<file path="src/rtl/hazPkg.sv">
package hazPkg;

  // Strobes from the decision logic to the shadow pipeline and out of the block.
  typedef struct packed {
    logic stall;
    logic bubbleEx;
    logic flushIf;
    logic flushIs;
    logic flushRf;
    logic redirect;
  } ctlStrobes_t;

endpackage

</file>
<file path="src/rtl/hazShadow.sv">
module hazShadow
  import hazPkg::*;
#(
  parameter int REG_W    = 5,
  parameter int LOAD_LAT = 2
) (
  input  logic             clk,
  input  logic             rstN,
  input  logic             rfValid,
  input  logic             rfIsLoad,
  input  logic             rfIsBranch,
  input  logic             rfIsLikely,
  input  logic [REG_W-1:0] rfDest,
  input  logic [REG_W-1:0] rfSrcA,
  input  logic             rfUseA,
  input  logic [REG_W-1:0] rfSrcB,
  input  logic             rfUseB,
  input  ctlStrobes_t      strobes,
  output logic             hazard,
  output logic             exBranch,
  output logic             exLikely
);

  // Index 0 is EX, index k is k stages past EX. Only the stages whose load
  // data is not yet usable are tracked.
  localparam int DEPTH = LOAD_LAT;

  logic [DEPTH-1:0] shValid;
  logic [DEPTH-1:0] shLoad;
  logic [REG_W-1:0] shDest [DEPTH];
  logic             brQ;
  logic             lkQ;
  logic             enterEx;
  logic [DEPTH-1:0] stageHit;

  assign enterEx = rfValid && !strobes.bubbleEx;

  always_ff @(posedge clk) begin
    if (!rstN) begin
      shValid <= '0;
      shLoad  <= '0;
      brQ     <= 1'b0;
      lkQ     <= 1'b0;
      for (int k = 0; k < DEPTH; k++) shDest[k] <= '0;
    end else begin
      shValid[0] <= enterEx;
      shLoad[0]  <= enterEx && rfIsLoad;
      shDest[0]  <= rfDest;
      brQ        <= enterEx && rfIsBranch;
      lkQ        <= enterEx && rfIsBranch && rfIsLikely;
      for (int k = 1; k < DEPTH; k++) begin
        shValid[k] <= shValid[k-1];
        shLoad[k]  <= shLoad[k-1];
        shDest[k]  <= shDest[k-1];
      end
    end
  end

  // One comparator pair per load-shadow stage.
  for (genvar g = 0; g < DEPTH; g++) begin : gHit
    logic destLive;
    logic matchA;
    logic matchB;
    assign destLive    = shValid[g] && shLoad[g] && (shDest[g] != '0);
    assign matchA      = rfUseA && (rfSrcA == shDest[g]);
    assign matchB      = rfUseB && (rfSrcB == shDest[g]);
    assign stageHit[g] = destLive && (matchA || matchB);
  end

  assign hazard   = rfValid && (|stageHit);
  assign exBranch = brQ;
  assign exLikely = lkQ;

endmodule

</file>
<file path="src/rtl/hazCtl.sv">
module hazCtl
  import hazPkg::*;
(
  input  logic        hazard,
  input  logic        exBranch,
  input  logic        exLikely,
  input  logic        exTaken,
  output ctlStrobes_t strobes
);

  logic takenNow;
  logic annulNow;

  assign takenNow = exBranch && exTaken;
  assign annulNow = exBranch && exLikely && !exTaken;

  always_comb begin
    strobes          = '0;
    // An annulled delay slot never waits on a load.
    strobes.stall    = hazard && !annulNow;
    strobes.flushRf  = annulNow;
    strobes.bubbleEx = strobes.stall || annulNow;
    // Wrong-path fetches go regardless of any stall in RF.
    strobes.flushIf  = takenNow;
    strobes.flushIs  = takenNow;
    strobes.redirect = takenNow;
  end

endmodule

</file>
<file path="src/rtl/loadBranchInterlock.sv">
module loadBranchInterlock
  import hazPkg::*;
#(
  parameter int REG_W    = 5,
  parameter int PC_W     = 32,
  parameter int LOAD_LAT = 2
) (
  input  logic             clk,
  input  logic             rstN,
  input  logic             rfValid,
  input  logic             rfIsLoad,
  input  logic             rfIsBranch,
  input  logic             rfIsLikely,
  input  logic [REG_W-1:0] rfDest,
  input  logic [REG_W-1:0] rfSrcA,
  input  logic             rfUseA,
  input  logic [REG_W-1:0] rfSrcB,
  input  logic             rfUseB,
  input  logic             exTaken,
  input  logic [PC_W-1:0]  exTarget,
  output logic             stall,
  output logic             bubbleEx,
  output logic             flushIf,
  output logic             flushIs,
  output logic             flushRf,
  output logic             pcRedirect,
  output logic [PC_W-1:0]  pcTarget
);

  ctlStrobes_t strobes;
  logic        hazard;
  logic        exBranch;
  logic        exLikely;

  hazShadow #(.REG_W(REG_W), .LOAD_LAT(LOAD_LAT)) u_shadow (
    .clk       (clk),
    .rstN      (rstN),
    .rfValid   (rfValid),
    .rfIsLoad  (rfIsLoad),
    .rfIsBranch(rfIsBranch),
    .rfIsLikely(rfIsLikely),
    .rfDest    (rfDest),
    .rfSrcA    (rfSrcA),
    .rfUseA    (rfUseA),
    .rfSrcB    (rfSrcB),
    .rfUseB    (rfUseB),
    .strobes   (strobes),
    .hazard    (hazard),
    .exBranch  (exBranch),
    .exLikely  (exLikely)
  );

  hazCtl u_ctl (
    .hazard  (hazard),
    .exBranch(exBranch),
    .exLikely(exLikely),
    .exTaken (exTaken),
    .strobes (strobes)
  );

  assign stall      = strobes.stall;
  assign bubbleEx   = strobes.bubbleEx;
  assign flushIf    = strobes.flushIf;
  assign flushIs    = strobes.flushIs;
  assign flushRf    = strobes.flushRf;
  assign pcRedirect = strobes.redirect;
  assign pcTarget   = exTarget;

endmodule

</file>
<file path="config.mk">
export PLATFORM = sky130hd
export DESIGN_NAME = loadBranchInterlock
export DESIGN_NICKNAME = d
export VERILOG_FILES = /design/src/rtl/hazPkg.sv /design/src/rtl/hazShadow.sv /design/src/rtl/hazCtl.sv /design/src/rtl/loadBranchInterlock.sv
export SDC_FILE = /design/constraint.sdc
export NUM_CORES = 1
export LEC_CHECK = 0
export ABC_AREA = 0
export ABC_CLOCK_PERIOD_IN_PS = 5000
export BUFFER_PORTS_ARGS = -buffer_cell sky130_fd_sc_hd__buf_4
export CAP_MARGIN = 15
export CORE_MARGIN = 2
export CORE_UTILIZATION = 39
export CTS_CLUSTER_DIAMETER = 120
export DETAILED_ROUTE_END_ITERATION = 8
export PLACE_DENSITY = 0.87
export SYNTH_ARGS = -nofsm -noshare
export SYNTH_HDL_FRONTEND = slang
export SYNTH_HIERARCHICAL = 1
export SYNTH_SLANG_ARGS = --single-unit
</file>
<file path="constraint.sdc">
create_clock -name clk -period 5 [get_ports clk]
set_clock_uncertainty 0.1 [all_clocks]
set_input_delay 1 -clock clk [delete_from_list [all_inputs] [get_ports clk]]
set_output_delay 1 -clock clk [all_outputs]
set_load 0.02 [all_outputs]
</file>
==> key figures, run 1 <==
Route
  • Wirelength per Cell: 14.17 um
  • DRC viols: 0
  • Drt pass-1 iters: 3
  • Final WL: 1884 um
  • Vias per Instance: 4.789
  • Antenna Nets Post-Route: 0
  • Detailed Route Iter0 Violations: 1
  • Total number of vias: 637

Pwr
  • Maximum VDD drop: 0.1573 mV
  • Psw: 0.05629 mW
  • P_int: 0.2018 mW
  • Clock power share: 31.0%
  • Pwr Total: 0.2581 mW
  • Reg power frac: 53.7%
  • Logic gate share of total power: 15.3%
  • Switching power share of the total: a little over a fifth
  • Cell area power density: 251.0 nW/um^2
  • Leak pwr: 0.5084 nW

Yosys
  • Seq/Total Area, Yosys: 31.68%
  • Syn nets: 163
  • Mapped Area: 1011 um^2
  • Cells after synthesis: between 100 and 150
  • Avg Synthesized Cell Area: 9.448 um^2
  • #FFs+latches synth: 16
  • Synth cell types: 17
  • Number of synthesis warnings: 6

Clock tree
  • # clock sinks: 16
  • Post-CTS Setup Bufs: 0
  • Number of gates resized after CTS: 0
  • CTS buffer count: 3
  • Clock Path Buffers: 2
  • Hold buffer count at CTS: 0
  • Clock root cell: clkbuf_4
  • H-tree levels: 1
  • Clk slew on worst S/H paths: 80 ps
  • CTS tree: done
  • Worst-Skew Late Latency: 270 ps

Global routing
  • Gr ovfl total: 0
  • First-pass GRT wire length: 2697 um
  • Pin count of the biggest net entering global routing: 14
  • Initial antenna violation count: 0
  • Total Routing Usage GR: 13.03%
  • Number of global-route vias before repair: 659

Timing
  • Final hold viol count: 0
  • Count of pins over their slew limit: 0
  • Final critical path time including I/O delays and setup: 3428 ps
  • Slew @ Worst Pin: about 390 ps
  • Setup TNS: 0 ps
  • Unrepaired setup endpoints after global routing: false
  • Final setup violation count: 0
  • Relative slew margins: between 70% and 80%
  • Min Hold Slack: 375.7 ps
  • Fmax: 291.7 MHz
  • Final worst slack: 1572 ps
  • Fin crit share: 68.56%

Worst setup path
  • Setup CP Type: in -> out
  • Crit path capture: bubbleEx
  • R2r endpoint: u_shadow/exLikely
  • Worst path arrival time: 2330 ps
  • R2R cell count: 7
  • FF-to-FF Start: u_shadow/shDest[0][3]
  • CP Capture Type: output port
  • R2r setup slk: between 2000 and 3000 ps
  • Critical path launch point type: input pin
  • Worst Setup SP: rfSrcB[3]
  • WP data required: between 3000 and 4000 ps
  • Crit Path Max Fanout: 2

Final layout
  • Fin util: 41.52%
  • Final instance area: 1028 um^2
  • Diodes inserted: 0
  • Area Overhead vs Synth: 1.733%
  • Final Non-Filler Cells: 133
  • Commonest non-fill, non-tap cell in the layout: buf_4
  • Most frequent cells in the layout: buf_4 (29), and2_1 (16), xor2_1 (16), dfxtp_1 (16)
  • Proportion of layout cells with a drive suffix above 1: between 30% and 40%
  • Nets: 160

Placed design
  • IO Port Bufs: 29
  • Placement Cell Area: 992.2 um^2
  • GP Congestion: 0.7069
  • DP Cell Count: 129
  • HPWL after DPL: 1617 um
  • Worst slack, placed: roughly 1600 ps

Worst hold path
  • HP Class: reg -> reg

Run status
  • Status: complete, no violations

Floorplanning
  • IO Pins: 94
  • Die Height: between 50 and 60 um
  • Die width: roughly 55 um
  • Die area: 3016 um^2
  • Initial core utilization: between 40% and 50%
  • Std-Cell Rows: 18
  • Core Area: 2477 um^2

Run
  • Max-cap check violation count: 0
-- critical path, cell delays in order --
cell and delay (ps):
buf_4 120, xor2_1 130, nor4_1 410, a32oi_1 170, o22ai_1 180, nand2b_1 160, buf_4 150
-- metal layers --
| metal | GRT usage [%] | vias up | part of all wire (%) |
|---|---|---|---|
| li1 | - | 306 | - |
| met1 | 10.95 | 272 | 30 |
| met2 | 24.40 | 39 | 54 |
| met3 | 1.613 | 20 | 8.6 |
| met4 | 14.63 | 0 | 7.6 |
| met5 | 0 | - | 0 |
-- layout make-up --
class | count | area [um^2]
well taps | 30 | 37.54
clock buffers | 4 | 36.28
multi-input cells | 53 | 412.9
repair buffers | 29 | 217.7
fillers | 238 | 1449
flip-flops and latches | 16 | 320.3
inverters | 1 | 3.754
-- synthesized netlist by cell type --
cell | count | area [um^2]
and2_2 | 2 | 15.01
or4_1 | 2 | 15.01
and3_1 | 1 | 6.260
dfxtp_1 | 16 | 320.3
o2111ai_1 | 2 | 17.52
and3b_1 | 1 | 8.760
clkbuf_1 | 1 | 3.750
nand3b_4 | 1 | 20.02
xor2_1 | 16 | 140.1
inv_1 | 1 | 3.750
nand2b_1 | 1 | 6.260
and2_1 | 16 | 100.1
nor4_1 | 4 | 25.02
buf_4 | 36 | 270.3
xnor2_1 | 4 | 35.03
a32oi_1 | 2 | 17.52
o22ai_1 | 1 | 6.260
-- power groups by stage --
stage | Clock [mW] | Combinational (mW) | Sequential (mW)
after floorplan | 0 | 0.0573 | 0.140
after global placement | 0 | 0.0380 | 0.141
after detailed placement | 0 | 0.0398 | 0.142
after CTS | 0.0831 | 0.0398 | 0.139
after global routing | 0.0899 | 0.0434 | 0.140
final | 0.0799 | 0.0396 | 0.139
-- kinds of logic after synthesis --
family	share of synthesized area, %
and+or+nand+nor	19.43
xor gates and xnor gates	17.33
AOI/OAI and AO/OA	4.085
DFF	31.68
buffers and inverters	27.47
-- sequential cells by signal, summed over array words and instances (netlist names) --
register / count
u_shadow/shDest: 10
u_shadow/shLoad: 2
u_shadow/exBranch: 1
u_shadow/shValid: 2
u_shadow/exLikely: 1
-- worst min path at each step --
stage,from,to,cells past startpoint
after floorplan,u_shadow/shValid[0],u_shadow/shValid[1],1
after global placement,u_shadow/shValid[0],u_shadow/shValid[1],1
after detailed placement,u_shadow/shValid[0],u_shadow/shValid[1],1
after CTS,u_shadow/shValid[0],u_shadow/shValid[1],1
after global routing,u_shadow/shValid[0],u_shadow/shValid[1],1
final,u_shadow/shValid[0],u_shadow/shValid[1],1
(Power assumes the default switching activity.)
==> run 2: changes to the inputs <==
--- a/config.mk
+++ b/config.mk
@@ -5,15 +5,15 @@
 export SDC_FILE = /design/constraint.sdc
 export NUM_CORES = 1
 export LEC_CHECK = 0
-export ABC_AREA = 0
-export ABC_CLOCK_PERIOD_IN_PS = 5000
+export ABC_AREA = 1
+export ABC_CLOCK_PERIOD_IN_PS = 3400
 export BUFFER_PORTS_ARGS = -buffer_cell sky130_fd_sc_hd__buf_4
 export CAP_MARGIN = 15
 export CORE_MARGIN = 2
 export CORE_UTILIZATION = 39
 export CTS_CLUSTER_DIAMETER = 120
 export DETAILED_ROUTE_END_ITERATION = 8
-export PLACE_DENSITY = 0.87
+export PLACE_DENSITY = 0.83
 export SYNTH_ARGS = -nofsm -noshare
 export SYNTH_HDL_FRONTEND = slang
 export SYNTH_HIERARCHICAL = 1
==> constraint.sdc (replaced) <==
create_clock -name clk -period 3.4 [get_ports clk]
set_clock_uncertainty 0.1 [all_clocks]
set_input_delay 0.68 -clock clk [delete_from_list [all_inputs] [get_ports clk]]
set_output_delay 0.68 -clock clk [all_outputs]
set_load 0.02 [all_outputs]
==> run 2 against run 1 <==
- the run now ends with design-rule violations left
- sequential power grew 46%
- count of clock-buffer cells in the layout did not move
- first-iteration DRC count grew to 46 times the previous value
- critical path type unchanged
==> key figures, run 2 <==
Worst setup path
  • R2r setup slk: 1720 ps (was 2960 ps)
  • FF-to-FF Start: u_shadow/shDest[0][3] (unchanged)
  • Critical path launch point type: input pin (unchanged)
  • Worst-path cell chain: buf_4 -> inv_1 -> nor2_1 -> nor2_1 -> nand3_1 -> nand2_1 -> nand2_1 -> a21oi_2 -> inv_1 -> o21ai_1 -> buf_4 (was buf_4 -> xor2_1 -> nor4_1 -> a32oi_1 -> o22ai_1 -> nand2b_1 -> buf_4)
  • WP data required: 2620 ps (was 3900 ps)
  • Setup CP Type: in -> out (unchanged)
  • R2R cell count: 13 (was 7)
  • R2r endpoint: u_shadow/exLikely (unchanged)
  • Critical Path Max Stage Delay: 180 ps (was 410 ps)
  • CP Capture Type: output port (unchanged)
  • Max stage delay cell, worst path: buf_4 (was nor4_1)
  • Crit Path Max Fanout: 3 (was 2)
  • Worst path arrival time: 1730 ps (was 2330 ps)

Yosys
  • Post-synth EDFFs: 0 (unchanged)
  • Synth top cells by count: nand2_1 (70), buf_4 (36), inv_1 (32), nor2_1 (20), dfxtp_1 (16) (was buf_4 (36), and2_1 (16), dfxtp_1 (16), xor2_1 (16))
  • Syn nets: 255 (was 163)
  • Synth cell types: 15 (was 17)
  • Yosys top cell by area: dfxtp_1 (unchanged)
  • Number of synthesis warnings: 6 (unchanged)
  • Most used DFF post-synth: dfxtp_1 (unchanged)
  • Area contributors post-synth: dfxtp_1 (27%), buf_4 (23%), nand2_1 (22%) (was dfxtp_1 (32%), buf_4 (27%), xor2_1 (14%))
  • #FFs+latches synth: 16 (unchanged)
  • Cells after synthesis: 199 (was 107)
  • Avg Synthesized Cell Area: 5.885 um^2 (was 9.448 um^2)
  • Synth top area share: 27.35% (was 31.68%)
  • Post-synth ARST share: 0% (unchanged)
  • Most numerous cell in the Yosys netlist: nand2_1 (was buf_4)
  • Mapped Area: 1171 um^2 (was 1011 um^2)
  • Seq/Total Area, Yosys: 27.35% (was 31.68%)

Timing
  • Count of pins over their slew limit: 0 (unchanged)
  • Fin crit share: between 70% and 80%
  • Final critical path time including I/O delays and setup: 2512 ps
  • Min Hold Slack: 336.2 ps (was 375.7 ps)
  • Slew @ Worst Pin: 243.3 ps (was 393.3 ps)
  • Final worst slack: 888.2 ps (was 1572 ps)
  • Final setup violation count: 0 (unchanged)
  • Relative slew margins: 83.76% (was 73.54%)
  • Final hold viol count: 0 (unchanged)
  • Fmax: 398.1 MHz
  • Unrepaired setup endpoints after global routing: false (unchanged)
  • Setup TNS: 0 ps (unchanged)

Final layout
  • Fin util: 42.42% (was 41.52%)
  • Reg with most FFs: u_shadow/shDest (unchanged)
  • Largest regs: u_shadow/shDest (10), u_shadow/shLoad (2), u_shadow/shValid (2) (unchanged)
  • Commonest non-fill, non-tap cell in the layout: nand2_1 (was buf_4)
  • Number of flip-flops in the largest register: 10 (unchanged)
  • Final instance area: 1190 um^2 (was 1028 um^2)
  • Nets: 252 (was 160)
  • Filler Cells Inserted: 322 (was 238)
  • Diodes inserted: 0 (unchanged)
  • Most frequent cells in the layout: nand2_1 (70), inv_1 (32), buf_4 (29) (was buf_4 (29), and2_1 (16), xor2_1 (16), dfxtp_1 (16))
  • Final Non-Filler Cells: 226 (was 133)
  • Proportion of layout cells with a drive suffix above 1: 22.05% (was 34.95%)
  • Area Overhead vs Synth: 1.602% (was 1.733%)

Pwr
  • P_int: 0.2958 mW (was 0.2018 mW)
  • Clock power share: 30.6% (was 31.0%)
  • Psw: 0.09888 mW (was 0.05629 mW)
  • Leak pwr: 0.7638 nW (was 0.5084 nW)
  • Maximum VDD drop: 0.2160 mV (was 0.1573 mV)
  • Reg power frac: 51.4% (was 53.7%)
  • Switching power share of the total: 25.05% (was 21.81%)
  • Cell area power density: 331.7 nW/um^2 (was 251.0 nW/um^2)
  • Logic gate share of total power: 17.9% (was 15.3%)
  • Pwr Total: 0.3947 mW (was 0.2581 mW)

Clock tree
  • Hold buffer count at CTS: 0 (unchanged)
  • CTS buffer count: 3 (unchanged)
  • Post-CTS Setup Bufs: 0 (unchanged)
  • CTS tree: done (unchanged)
  • Clock Path Buffers: 2 (unchanged)
  • Number of gates resized after CTS: 0 (unchanged)
  • # clock sinks: 16 (unchanged)
  • H-tree levels: 1 (unchanged)
  • Clock root cell: clkbuf_4 (unchanged)
  • Worst-Skew Late Latency: 280 ps (was 270 ps)
  • Clk slew on worst S/H paths: 90 ps (was 80 ps)

Worst hold path
  • Hold Path Origin: u_shadow/shValid[0] (unchanged)
  • Hold path depth: 2 (was 1)
  • Worst-case hold path end point: u_shadow/shValid[1] (unchanged)
  • HP Class: reg -> reg (unchanged)

Placed design
  • HPWL after DPL: 1680 um (was 1617 um)
  • Worst slack, placed: 877.8 ps (was 1632 ps)
  • IO Port Bufs: 29 (unchanged)
  • Placement Cell Area: 1154 um^2 (was 992.2 um^2)
  • DP Cell Count: 222 (was 129)
  • GP Congestion: 0.8374 (was 0.7069)

Global routing
  • Pin count of the biggest net entering global routing: 14 (unchanged)
  • Initial antenna violation count: 0 (unchanged)
  • First-pass GRT wire length: 3256 um (was 2697 um)
  • Gr ovfl total: 0 (unchanged)
  • Total Routing Usage GR: 12.03% (was 13.03%)
  • Number of global-route vias before repair: 840 (was 659)

Run status
  • Status: complete, but fails checks (was complete, no violations)
  • Failing checks: design-rule violations

Route
  • Total number of vias: 994 (was 637)
  • Final WL: 1988 um (was 1884 um)
  • Vias per Instance: 4.398 (was 4.789)
  • Antenna Nets Post-Route: 0 (unchanged)
  • Drt pass-1 iters: 9 (was 3)
  • Detailed Route Iter0 Violations: 46 (was 1)
  • Wirelength per Cell: 8.796 um (was 14.17 um)
  • DRC viols: 8 (was 0)

Floorplanning
  • Std-Cell Rows: 19 (was 18)
  • IO Pins: 94 (unchanged)
  • Die Height: 58.80 um (was 54.92 um)
  • Initial core utilization: 41.75% (was 40.81%)
  • Die area: 3457 um^2 (was 3016 um^2)
  • Die width: 58.80 um (was 54.92 um)
  • Core Area: 2805 um^2 (was 2477 um^2)

Run
  • Max-cap check violation count: 0 (unchanged)
## run 2: cell count changes after synthesis, moves of 8 or more
| cell | change |
|---|---|
| nor2_1 | +20 |
| inv_2 | +8 |
| and2_1 | -16 |
| xor2_1 | -16 |
| nand3_1 | +8 |
| nand2_1 | +70 |
| inv_1 | +31 |
## run 2: power by group through the flow
stage,Sequential [mW],Clock [mW],Combinational [mW]
floorplan,0.205,0,0.0956
global placement,0.207,0,0.0703
detailed placement,0.207,0,0.0714
CTS,0.203,0.126,0.0718
global route,0.205,0.136,0.0823
finish,0.203,0.121,0.0708
## run 2: cell families after synthesis
family / synth area share [%]
compound gates: 2.030
buf+inv: 36.22
flops: 27.35
simple gates: 34.40
## run 2: worst max-delay path by stage
stage	startpoint	end	slack (ps)	depth (start not counted)
2_1_floorplan	rfSrcB[3]	stall	1090	10
3_3_place_gp	rfSrcA[0]	bubbleEx	910	11
3_5_place_dp	rfSrcA[0]	bubbleEx	880	11
4_1_cts	rfSrcA[0]	bubbleEx	870	11
5_1_grt	rfSrcB[3]	bubbleEx	740	12
6_report	rfSrcA[0]	bubbleEx	890	11
## run 2: layout make-up
type,instances,area [um^2],share of cell area [%]
multi-input combinational,106,426.7,35.86
sequential,16,320.3,26.92
timing repair buffer,29,217.7,18.30
inverter,40,150.1,12.62
tap,31,38.79,3.260
clock buffer,4,36.28,3.049
## run 2: per-layer routing
layer  share of wire [%]  global-route usage (%)
met1                  43                   15.18
met2                  47                   19.84
met3                 8.7                   1.758
met4                 1.1                   6.169
met5                   0                       0
## run 2: critical path: cells and delay by family
| kind | cells | cell delay (ps) |
|---|---|---|
| AO/OA/AOI/OAI | 2 | 230 |
| AND/OR/NAND/NOR | 5 | 390 |
| buffers and inverters | 4 | 430 |
